[config.mk]
export PLATFORM = sky130hd
export DESIGN_NAME = rdec_top
export DESIGN_NICKNAME = d
export VERILOG_FILES = /design/src/rtl/rdec_pkg.sv /design/src/rtl/rdec_funct.sv /design/src/rtl/rdec_opcode.sv /design/src/rtl/rdec_imm.sv /design/src/rtl/rdec_top.sv
export SDC_FILE = /design/constraint.sdc
export NUM_CORES = 1
export LEC_CHECK = 0
export ABC_AREA = 1
export BUFFER_PORTS_ARGS = -buffer_cell sky130_fd_sc_hd__buf_2
export CAP_MARGIN = 10
export CORE_MARGIN = 2
export CORE_UTILIZATION = 35
export DETAILED_ROUTE_END_ITERATION = 7
export GPL_ROUTABILITY_DRIVEN = 0
export PLACE_DENSITY = 0.7
export SLEW_MARGIN = 40
export SYNTH_ARGS = -nofsm -noshare
export SYNTH_HDL_FRONTEND = slang
export SYNTH_HIERARCHICAL = 1
export SYNTH_SLANG_ARGS = --single-unit
export TNS_END_PERCENT = 1
[constraint.sdc]
create_clock -name vclk -period 5.8
set_input_delay 1.16 -clock vclk [all_inputs]
set_output_delay 1.16 -clock vclk [all_outputs]
set_load 0.01 [all_outputs]
[src/rtl/rdec_pkg.sv]
package rdec_pkg;
  localparam int XLEN   = 32;
  localparam int OPW    = 6;
  localparam int RAW    = 5;
  localparam int IMMW   = 16;

  localparam logic [OPW-1:0] OP_RTYPE = 6'd0;
  localparam logic [OPW-1:0] OP_J     = 6'd2;
  localparam logic [OPW-1:0] OP_JAL   = 6'd3;
  localparam logic [OPW-1:0] OP_BEQ   = 6'd4;
  localparam logic [OPW-1:0] OP_BNE   = 6'd5;
  localparam logic [OPW-1:0] OP_ADDI  = 6'd8;
  localparam logic [OPW-1:0] OP_SLTI  = 6'd10;
  localparam logic [OPW-1:0] OP_ORI   = 6'd13;
  localparam logic [OPW-1:0] OP_LUI   = 6'd15;
  localparam logic [OPW-1:0] OP_LB    = 6'd32;
  localparam logic [OPW-1:0] OP_LW    = 6'd35;
  localparam logic [OPW-1:0] OP_SB    = 6'd40;
  localparam logic [OPW-1:0] OP_SW    = 6'd43;

  localparam logic [5:0] FN_JR  = 6'd8;
  localparam logic [5:0] FN_ADD = 6'd32;
  localparam logic [5:0] FN_SUB = 6'd34;
  localparam logic [5:0] FN_SLT = 6'd42;

  typedef enum logic [2:0] {
    ALU_ADD = 3'd0, ALU_SUB = 3'd1, ALU_SLT = 3'd2, ALU_OR = 3'd3, ALU_PASS = 3'd4
  } alu_e;

  typedef enum logic [1:0] {
    IMM_SIGN = 2'd0, IMM_ZERO = 2'd1, IMM_UPPER = 2'd2
  } imm_e;

  typedef enum logic [2:0] {
    XF_NONE = 3'd0, XF_EQ = 3'd1, XF_NE = 3'd2, XF_JUMP = 3'd3, XF_JREG = 3'd4
  } xfer_e;

  typedef enum logic [1:0] {
    DST_NONE = 2'd0, DST_RD = 2'd1, DST_RT = 2'd2, DST_LINK = 2'd3
  } dst_e;

  typedef struct packed {
    logic  legal;
    dst_e  dst;
    logic  alu_imm;
    alu_e  alu;
    imm_e  imm;
    logic  mrd;
    logic  mwr;
    logic  mbyte;
    xfer_e xf;
    logic  link;
  } ctl_t;

  localparam ctl_t CTL_BAD = '{legal: 1'b0, dst: DST_NONE, alu_imm: 1'b0, alu: ALU_ADD,
                               imm: IMM_SIGN, mrd: 1'b0, mwr: 1'b0, mbyte: 1'b0,
                               xf: XF_NONE, link: 1'b0};

  function automatic logic [XLEN-1:0] extend_imm(input logic [IMMW-1:0] v, input imm_e m);
    logic [XLEN-1:0] r;
    case (m)
      IMM_ZERO:  r = {{(XLEN-IMMW){1'b0}}, v};
      IMM_UPPER: r = {v, {(XLEN-IMMW){1'b0}}};
      default:   r = {{(XLEN-IMMW){v[IMMW-1]}}, v};
    endcase
    return r;
  endfunction
endpackage

[src/rtl/rdec_funct.sv]
module rdec_funct
  import rdec_pkg::*;
(
  input  logic [5:0] funct,
  output ctl_t       ctl
);
  always_comb begin
    ctl = CTL_BAD;
    case (funct)
      FN_ADD: begin ctl.legal = 1'b1; ctl.dst = DST_RD; ctl.alu = ALU_ADD; end
      FN_SUB: begin ctl.legal = 1'b1; ctl.dst = DST_RD; ctl.alu = ALU_SUB; end
      FN_SLT: begin ctl.legal = 1'b1; ctl.dst = DST_RD; ctl.alu = ALU_SLT; end
      FN_JR:  begin ctl.legal = 1'b1; ctl.xf = XF_JREG; end
      default: ctl = CTL_BAD;
    endcase
  end
endmodule

[src/rtl/rdec_opcode.sv]
module rdec_opcode
  import rdec_pkg::*;
(
  input  logic [OPW-1:0] op,
  input  ctl_t           r_ctl,
  output ctl_t           ctl
);
  always_comb begin
    ctl = CTL_BAD;
    case (op)
      OP_RTYPE: ctl = r_ctl;
      OP_ADDI: begin ctl.legal = 1'b1; ctl.dst = DST_RT; ctl.alu_imm = 1'b1; ctl.alu = ALU_ADD; end
      OP_SLTI: begin ctl.legal = 1'b1; ctl.dst = DST_RT; ctl.alu_imm = 1'b1; ctl.alu = ALU_SLT; end
      OP_ORI: begin
        ctl.legal = 1'b1; ctl.dst = DST_RT; ctl.alu_imm = 1'b1; ctl.alu = ALU_OR;
        ctl.imm = IMM_ZERO;
      end
      OP_LUI: begin
        ctl.legal = 1'b1; ctl.dst = DST_RT; ctl.alu_imm = 1'b1; ctl.alu = ALU_PASS;
        ctl.imm = IMM_UPPER;
      end
      OP_LW, OP_LB: begin
        ctl.legal = 1'b1; ctl.dst = DST_RT; ctl.alu_imm = 1'b1; ctl.mrd = 1'b1;
        ctl.mbyte = (op == OP_LB);
      end
      OP_SW, OP_SB: begin
        ctl.legal = 1'b1; ctl.alu_imm = 1'b1; ctl.mwr = 1'b1;
        ctl.mbyte = (op == OP_SB);
      end
      OP_BEQ: begin ctl.legal = 1'b1; ctl.alu = ALU_SUB; ctl.xf = XF_EQ; end
      OP_BNE: begin ctl.legal = 1'b1; ctl.alu = ALU_SUB; ctl.xf = XF_NE; end
      OP_J:   begin ctl.legal = 1'b1; ctl.xf = XF_JUMP; end
      OP_JAL: begin ctl.legal = 1'b1; ctl.xf = XF_JUMP; ctl.dst = DST_LINK; ctl.link = 1'b1; end
      default: ctl = CTL_BAD;
    endcase
  end
endmodule

[src/rtl/rdec_imm.sv]
module rdec_imm
  import rdec_pkg::*;
(
  input  logic [IMMW-1:0] raw,
  input  imm_e            mode,
  output logic [XLEN-1:0] value
);
  assign value = extend_imm(raw, mode);
endmodule

[src/rtl/rdec_top.sv]
module rdec_top
  import rdec_pkg::*;
#(
  parameter int IW       = 32,
  parameter int AW       = 5,
  parameter int LINK_REG = 31
) (
  input  logic [IW-1:0] instr,
  output logic [AW-1:0] src_a,
  output logic [AW-1:0] src_b,
  output logic [AW-1:0] dst_addr,
  output logic          reg_we,
  output logic          alu_imm,
  output logic [2:0]    alu_op,
  output logic [1:0]    imm_kind,
  output logic [IW-1:0] imm_val,
  output logic          mem_rd,
  output logic          mem_wr,
  output logic          mem_byte,
  output logic [2:0]    xfer,
  output logic          link,
  output logic          bad_op
);
  localparam int OP_LSB = IW - OPW;
  localparam int RS_LSB = OP_LSB - AW;
  localparam int RT_LSB = RS_LSB - AW;
  localparam int RD_LSB = RT_LSB - AW;

  logic [OPW-1:0] f_op;
  logic [AW-1:0]  f_rs, f_rt, f_rd;
  logic [5:0]     f_fn;
  logic [IMMW-1:0] f_imm;
  ctl_t           r_ctl, ctl;
  logic           writes_reg;

  assign f_op  = instr[IW-1 -: OPW];
  assign f_rs  = instr[RS_LSB +: AW];
  assign f_rt  = instr[RT_LSB +: AW];
  assign f_rd  = instr[RD_LSB +: AW];
  assign f_fn  = instr[5:0];
  assign f_imm = instr[IMMW-1:0];

  rdec_funct  u_fn  (.funct(f_fn), .ctl(r_ctl));
  rdec_opcode u_op  (.op(f_op), .r_ctl(r_ctl), .ctl(ctl));
  rdec_imm    u_imm (.raw(f_imm), .mode(ctl.imm), .value(imm_val));

  always_comb begin
    case (ctl.dst)
      DST_RD:   dst_addr = f_rd;
      DST_RT:   dst_addr = f_rt;
      DST_LINK: dst_addr = AW'(LINK_REG);
      default:  dst_addr = '0;
    endcase
  end

  assign writes_reg = ctl.legal && (ctl.dst != DST_NONE);
  assign reg_we     = writes_reg && (dst_addr != '0);
  assign src_a      = f_rs;
  assign src_b      = f_rt;
  assign alu_imm    = ctl.alu_imm;
  assign alu_op     = ctl.alu;
  assign imm_kind   = ctl.imm;
  assign mem_rd     = ctl.mrd;
  assign mem_wr     = ctl.mwr;
  assign mem_byte   = ctl.mbyte;
  assign xfer       = ctl.xf;
  assign link       = ctl.link;
  assign bad_op     = !ctl.legal;

  always_comb begin

    bad_quiet_chk: assert (!bad_op || (!reg_we && !mem_wr && !mem_rd && xfer == 3'd0));

    no_r0_write_chk: assert (!reg_we || dst_addr != '0);

    store_no_wb_chk: assert (!mem_wr || (!reg_we && !mem_rd));

    link_dst_chk: assert (!link || (dst_addr == AW'(LINK_REG) && reg_we));

    zero_ext_chk: assert (imm_kind != 2'd1 || imm_val[IW-1:IMMW] == '0);
  end
endmodule

==> results.cfg, run 1 <==
[sta]
slew_violations = 0
relSlewSlack_pct = 61.6
setup_viol = 0
rsz0062_at_grt = false
hold_viol_final = 0
fin_tns_setup_ns = 0
fin_crit_ns = 3.93
timing.final.crit_share_pct = 67.8
tightest_slew_ns = 0.576
fmaxAchievable_mhz = 254

[setup_path]
path_class = primary input to output pin
cp.required_ns = 4.64
crit_arrival_ns = 2.77
path_cells = buf_2 -> nor2_4 -> nand3_1 -> nand2_1 -> inv_1 -> ha_1 -> inv_2 -> nand3_1 -> nand2_1 -> buf_2
worst-path-buf-inv = 4
critPathMaxFanout = 15
startpoint_type = primary input
crit_path_end_kind = output pin
cp_top_family = simple AND/OR/NAND/NOR gates
slowest_delay_ns = 0.36
crit_slowest_cell = ha_1

[synth]
yosysUniqueCellTypes = 17
ys_warn_count = 6
synth_cells = 234
yosysSeqAreaShare_pct = 0
post_synth.cell_area_avg_um2 = 4.87
syn-cell-area_um2 = 1140

[cells_and_area]
drive_above_1_share_pct = 34.0
fin_area_um2 = 1430
ff_latch_area_um2 = 0
diodes = 0
seq_cell_count = 0
fin_util_pct = 46.3
clkbuf_count = 0
nFillCells = 369
syn_to_final_growth_pct = 25.2
final_nets = 336
instances_no_fill = 344

[global_route]
grt_antenna_before_repair = 0
grt_max_degree = 17
grt_pass1_wl_mm = 4.28
grt_overflow = 0
grt_use_total_pct = 14.0
first_global_vias = 1029

[min_path]
hold_path_class = primary input to output pin

[drt]
via_per_inst = 4.14
route.detailed.drc = 0
routedWlPerCell_um = 8.37
routed_wl_mm = 2.88
antenna_left = 0
drtIter0Drc = 96
firstDrtPassIters = 4
vias = 1424

[pwr]
switchingPower_mw = 0.0497
p_per_area_nw_per_um2 = 57.4
p_sw_share_pct = 60.8
intPower_mw = 0.0321
leakagePower_nw = 1.07
seq_power_share_pct = 0
ir_drop_mv = 0.0248
comb_power_share_pct = 100.0
pwr-share-clk_pct = 0

[placed_design]
placed_area_um2 = 1430
dp_hpwl_mm = 2.44
io_buffer_count = 84
dp.cells = 344

[run_status]
outcome = complete, no violations

[floorplan]
core_region_area_um2 = 3080
io_pins = 94
die_h_um = 61.0
die_x_um = 61.0
initial_core_util_pct = 37.0
dieArea_um2 = 3730
fp-row-count = 20

[cts]
post_cts_buffers = 0
post_cts_resize_count = 0
postCtsHoldBufs = 0

[run]
drv_cap = 0
==> logic make-up (layout without fill, tap and decap cells) <==
family                   Yosys count  count (layout)  share of synthesized area, %
AND/OR/NAND/NOR                  148             148                          59.0
buffers and inverters             79             135                          36.7
AO/OA/AOI/OAI                      4               4                          1.76
adder cells (fa/ha/maj)            2               2                          2.20
other                              1              11                         0.329
==> layout by cell type (no fill, tap or decap) <==
master	n
nand2_1	61
nor3_1	1
conb_1	11
nor2_4	4
nor2_1	36
inv_2	4
o21ai_0	2
nand3_1	36
buf_2	84
o21ai_1	2
nand3_2	4
nand2_2	4
inv_1	47
nor2_2	2
ha_1	2
==> Yosys cell counts <==
cell type	number	area share, %
nand2_1	61	20
inv_1	47	15
nand3_1	36	16
nor2_1	36	12
buf_4	22	15
buf_6	5	4.9
inv_2	4	1.3
nand2_2	4	2.2
nand3_2	4	3.5
nor2_4	4	4.0
ha_1	2	2.2
nor2_2	2	1.1
o21ai_0	2	0.88
o21ai_1	2	0.88
clkbuf_2	1	0.44
conb_1	1	0.33
nor3_1	1	0.44
==> metal layers <==
layer / vias up / share of wire, % / global-route usage, %
met2: 61 / 44 / 25.5
met1: 564 / 46 / 19.3
met3: 0 / 9.2 / 0.630
met5: - / 0 / 0
met4: 0 / 0 / 0
li1: 799 / - / -
==> metrics by stage <==
step / hold slack, ns / setup slack, ns / total power [mW]
floorplan: 2.41 / 2.18 / 0.0573
global placement: 2.32 / 1.90 / 0.0820
detailed placement: 2.32 / 1.88 / 0.0824
CTS: 2.32 / 1.87 / 0.0827
global route: 2.32 / 1.67 / 0.0932
finish: 2.32 / 1.87 / 0.0818
==> final cells by class <==
class,count,area (µm²),area share [%]
Multi-Input combinational cell,165,758,53.2
Timing Repair Buffer,84,420,29.5
Inverter,51,191,13.4
Tap cell,44,55.1,3.86
==> power by group through the flow <==
stage	registers [mW]	logic [mW]	clock network, mW
after floorplan	0	0.0573	0
after global placement	0	0.0820	0
after detailed placement	0	0.0824	0
after CTS	0	0.0827	0
after global routing	0	0.0932	0
final	0	0.0818	0
==> path summary, 6_finish.rpt <==
| kind | start | to | slack [ns] | depth (start not counted) |
|---|---|---|---|---|
| hold / removal | instr[21] | src_a[0] | 2.32 | 0 |
| setup / recovery | instr[30] | imm_val[28] | 1.87 | 10 |
No activity file was read; power rests on OpenSTA's default activity.
==> inputs of run 2 (changes only) <==
clock period = 4 ns   (was 5.8 ns; I/O delays follow)
==> run 2 against run 1 <==
Effect of this change: non-clock buffer count did not move; setup slack got worse by 1.1 ns; combinational power rose by 44%; sequential share of layout area did not move; die area did not move; cell count did not move; via count rose by 0.49%; count of clock-buffer cells in the layout did not move; highest routed layer unchanged; hold slack got worse by 0.72 ns; global-route usage fell by 0.65 points; total power rose by 45%.
==> results.cfg, run 2 (synthesis gave the netlist of run 1 again) <==
[pwr]
intPower_mw = 0.0466
seq_power_share_pct = 0
pwr-share-clk_pct = 0
comb_power_share_pct = 100.0
p_per_area_nw_per_um2 = 83.1
leakagePower_nw = 1.07
ir_drop_mv = 0.0346
p_total_mw = 0.118
p_sw_share_pct = 60.7
switchingPower_mw = 0.0718

[sta]
timing.final.crit_share_pct = 79.9
fin_crit_ns = 3.19
rsz0062_at_grt = false
slew_violations = 0
tightest_slew_ns = 0.540
relSlewSlack_pct = 64.0
fmaxAchievable_mhz = 313
hold_viol_final = 0
setup_viol = 0
fin_tns_setup_ns = 0

[drt]
routed_wl_mm = 2.76
antenna_left = 0
vias = 1431
drtIter0Drc = 61
route.detailed.drc = 0
firstDrtPassIters = 4
via_per_inst = 4.16
routedWlPerCell_um = 8.03

[setup_path]
path_class = primary input to output pin
worst-path-buf-inv = 4
path_cells = buf_2 -> nor2_4 -> nand3_1 -> nand2_1 -> inv_1 -> ha_1 -> inv_2 -> nand3_1 -> nand2_1 -> buf_2
slowest_delay_ns = 0.36
crit_arrival_ns = 2.39
cp_top_family = simple AND/OR/NAND/NOR gates
critPathMaxFanout = 15
cp.required_ns = 3.20
cp_num_cells = 10
crit_path_end_kind = output pin
crit_slowest_cell = ha_1
startpoint_type = primary input

[cells_and_area]
diodes = 0
clkbuf_count = 0
nFillCells = 364
instances_no_fill = 344
seq_cell_count = 0
final_nets = 336
syn_to_final_growth_pct = 25.2
final_common_cell = buf_2
ff_latch_area_um2 = 0
final_cell_mix = buf_2 (84), nand2_1 (61), inv_1 (47)
drive_above_1_share_pct = 34.0

[placed_design]
io_buffer_count = 84
dp.cells = 344
dp_hpwl_mm = 2.43

[floorplan]
die_x_um = 61.0
dieArea_um2 = 3730
core_region_area_um2 = 3080
io_pins = 94
initial_core_util_pct = 37.0
fp-row-count = 20
die_h_um = 61.0

[global_route]
globalRouteMet2Util_pct = 24.5
grt_use_total_pct = 13.3
grt_overflow = 0
first_global_vias = 1015
use_met1_pct = 18.2
busiest_layer = met2
grt_pass1_wl_mm = 4.09
grt_antenna_before_repair = 0
grt_max_degree = 17
globalRouteMet3Util_pct = 0.840

[min_path]
hold_path.startpoint = instr[21]
whs_path_depth = 0
hold_path_class = primary input to output pin
min_to = src_a[0]

[cts]
postCtsHoldBufs = 0
post_cts_buffers = 0
post_cts_resize_count = 0

[run]
drv_cap = 0

[run_status]
outcome = complete, no violations
-- run 2: worst max-delay path by stage --
stage	from	slack, ns	endpoint
finish	instr[30]	0.81	imm_val[26]
global route	instr[30]	0.60	reg_we
CTS	instr[30]	0.81	imm_val[7]
detailed placement	instr[30]	0.81	imm_val[7]
global placement	instr[30]	0.82	imm_val[27]
floorplan	instr[30]	1.10	imm_val[16]
-- run 2: area by class of cell --
class              instances  area [µm²]  share of cell area (%)
multi-input cells        165         758                    53.2
repair buffers            84         420                    29.5
inverters                 51         191                    13.4
well taps                 44        55.1                    3.86
-- run 2: power by group through the flow --
stage               sequential (mW)  combinational, mW  clock (mW)
floorplan                         0             0.0831           0
global placement                  0              0.119           0
detailed placement                0              0.119           0
CTS                               0              0.120           0
global route                      0              0.134           0
finish                            0              0.118           0
-- run 2: routing by layer --
layer / vias to the layer above / routed length (µm)
li1: 797 / -
met1: 584 / 1260
met2: 50 / 1230
met3: 0 / 269
met4: 0 / 0
met5: - / 0
-- run 2: stage by stage --
stage / hold WS, ns / util [%] / cell area (µm²) / worst slack (ns)
global placement: 1.60 / 46.3 / 1430 / 0.825
detailed placement: 1.60 / 46.3 / 1430 / 0.811
CTS: 1.60 / 46.3 / 1430 / 0.806
floorplan: 1.69 / - / 1180 / 1.10
global route: 1.60 / 46.3 / 1430 / 0.596
finish: 1.60 / 46.3 / 1430 / 0.805
==> inputs of run 3 (changes only) <==
clock period = 3.2 ns   (was 4 ns; I/O delays follow)
==> run 3 against run 2 <==
Effect of this change: die area did not move; sequential share of layout area did not move; cell area rose by 0.53%; total power rose by 26%; routed wire length rose by 6.0%; flip-flop and latch count did not move; cell count rose by 0.29%; via count rose by 2.3%; hold slack got worse by 0.32 ns; core utilization rose by 0.24 points; critical path type unchanged; critical endpoint is now imm_val[29]; highest routed layer unchanged.
==> results.cfg, run 3 (synthesis gave the netlist of run 1 again) <==
[cells_and_area]
syn_to_final_growth_pct = 25.8
multiInputGateArea_um2 = 758
fin_area_um2 = 1430
final_common_cell = buf_2
final_cell_mix = buf_2 (84), nand2_1 (61), inv_1 (47)
nFillCells = 386
fin_util_pct = 46.5
ff_latch_area_um2 = 0
seq_cell_count = 0
final_nets = 337
drive_above_1_share_pct = 34.2
clkbuf_count = 0
diodes = 0

[floorplan]
die_h_um = 61.0
core_region_area_um2 = 3080
fp-row-count = 20
initial_core_util_pct = 37.0
dieArea_um2 = 3730
die_x_um = 61.0
io_pins = 94

[cts]
post_cts_resize_count = 0
postCtsHoldBufs = 0
post_cts_buffers = 0

[setup_path]
crit_arrival_ns = 2.27
crit_path_end_kind = output pin
cp.required_ns = 2.56
path_class = primary input to output pin
cp-startpoint = instr[26]
critPathMaxFanout = 15
crit_slowest_cell = ha_1
startpoint_type = primary input
slowest_delay_ns = 0.36
path_cells = buf_2 -> inv_1 -> nor2_1 -> nand3_1 -> nand2_1 -> inv_1 -> ha_1 -> inv_2 -> nand3_1 -> nand2_1 -> buf_2

[global_route]
grt_max_degree = 17
grt_pass1_wl_mm = 4.15
first_global_vias = 1035
grt_antenna_before_repair = 0
grt_overflow = 0
grt_use_total_pct = 13.6

[placed_design]
dp_hpwl_mm = 2.50
placed_area_um2 = 1430
io_buffer_count = 84

[drt]
routedWlPerCell_um = 8.49
firstDrtPassIters = 4
via_per_inst = 4.24
route.detailed.drc = 0
drtIter0Drc = 72
vias = 1464
routed_wl_mm = 2.93
antenna_left = 0

[sta]
tightest_slew_ns = 0.556
timing.final.crit_share_pct = 90.9
hold_slack_ns = 1.28
fin_crit_ns = 2.91
hold_viol_final = 0
relSlewSlack_pct = 62.9
slew_violations = 0
fin_tns_setup_ns = 0
setup_viol = 0
rsz0062_at_grt = false
fmaxAchievable_mhz = 344

[min_path]
whs_path_depth = 0
hold_path_class = primary input to output pin
min_to = src_a[0]
hold_path.startpoint = instr[21]

[run_status]
outcome = complete, no violations

[pwr]
ir_drop_mv = 0.0370
leakagePower_nw = 1.07
p_per_area_nw_per_um2 = 104

[run]
drv_cap = 0
==> run 3: changes by cell type in the layout (fill, tap and decap cells not counted) <==
| cell | delta |
|---|---|
| buf_4 | +1 |
==> run 3: layer usage <==
metal  track usage, %  wire length [µm]
met5                0                 0
met1             17.6              1350
met4                0                 0
met2             26.4              1310
met3            0.420               268
==> run 3: critical path, delay by kind of cell <==
family,cells,cell delay [ns]
adder cells (fa/ha/maj),1,0.36
buffers and inverters,5,0.60
AND/OR/NAND/NOR,5,0.67
==> run 3: per-stage QoR <==
step | instances | setup WS [ns] | power (mW)
after floorplan | 244 | 0.624 | 0.104
after global placement | 345 | 0.334 | 0.149
after detailed placement | 345 | 0.291 | 0.150
after CTS | 345 | 0.281 | 0.151
after global routing | 345 | 0.110 | 0.168
final | 345 | 0.290 | 0.149
==> run 3: cell type report <==
type               count  share of cell area [%]
multi-input cells    165                    52.9
repair buffers        85                    29.9
inverters             51                    13.4
well taps             44                    3.84
==> run 3: report_power, final <==
| part | internal [mW] | total (mW) | switching [mW] |
|---|---|---|---|
| Combinational | 0.0583 | 0.149 | 0.0905 |
| Sequential | 0 | 0 | 0 |
| Clock | 0 | 0 | 0 |
| Total | 0.0583 | 0.149 | 0.0905 |
==> run 3: worst max-delay path by stage <==
stage / end / slack (ns) / depth (start not counted)
6_report: imm_val[29] / 0.29 / 11
5_1_grt: imm_val[29] / 0.11 / 11
4_1_cts: imm_val[29] / 0.28 / 10
3_5_place_dp: imm_val[29] / 0.29 / 10
3_3_place_gp: imm_val[17] / 0.33 / 10
2_1_floorplan: imm_val[16] / 0.62 / 9
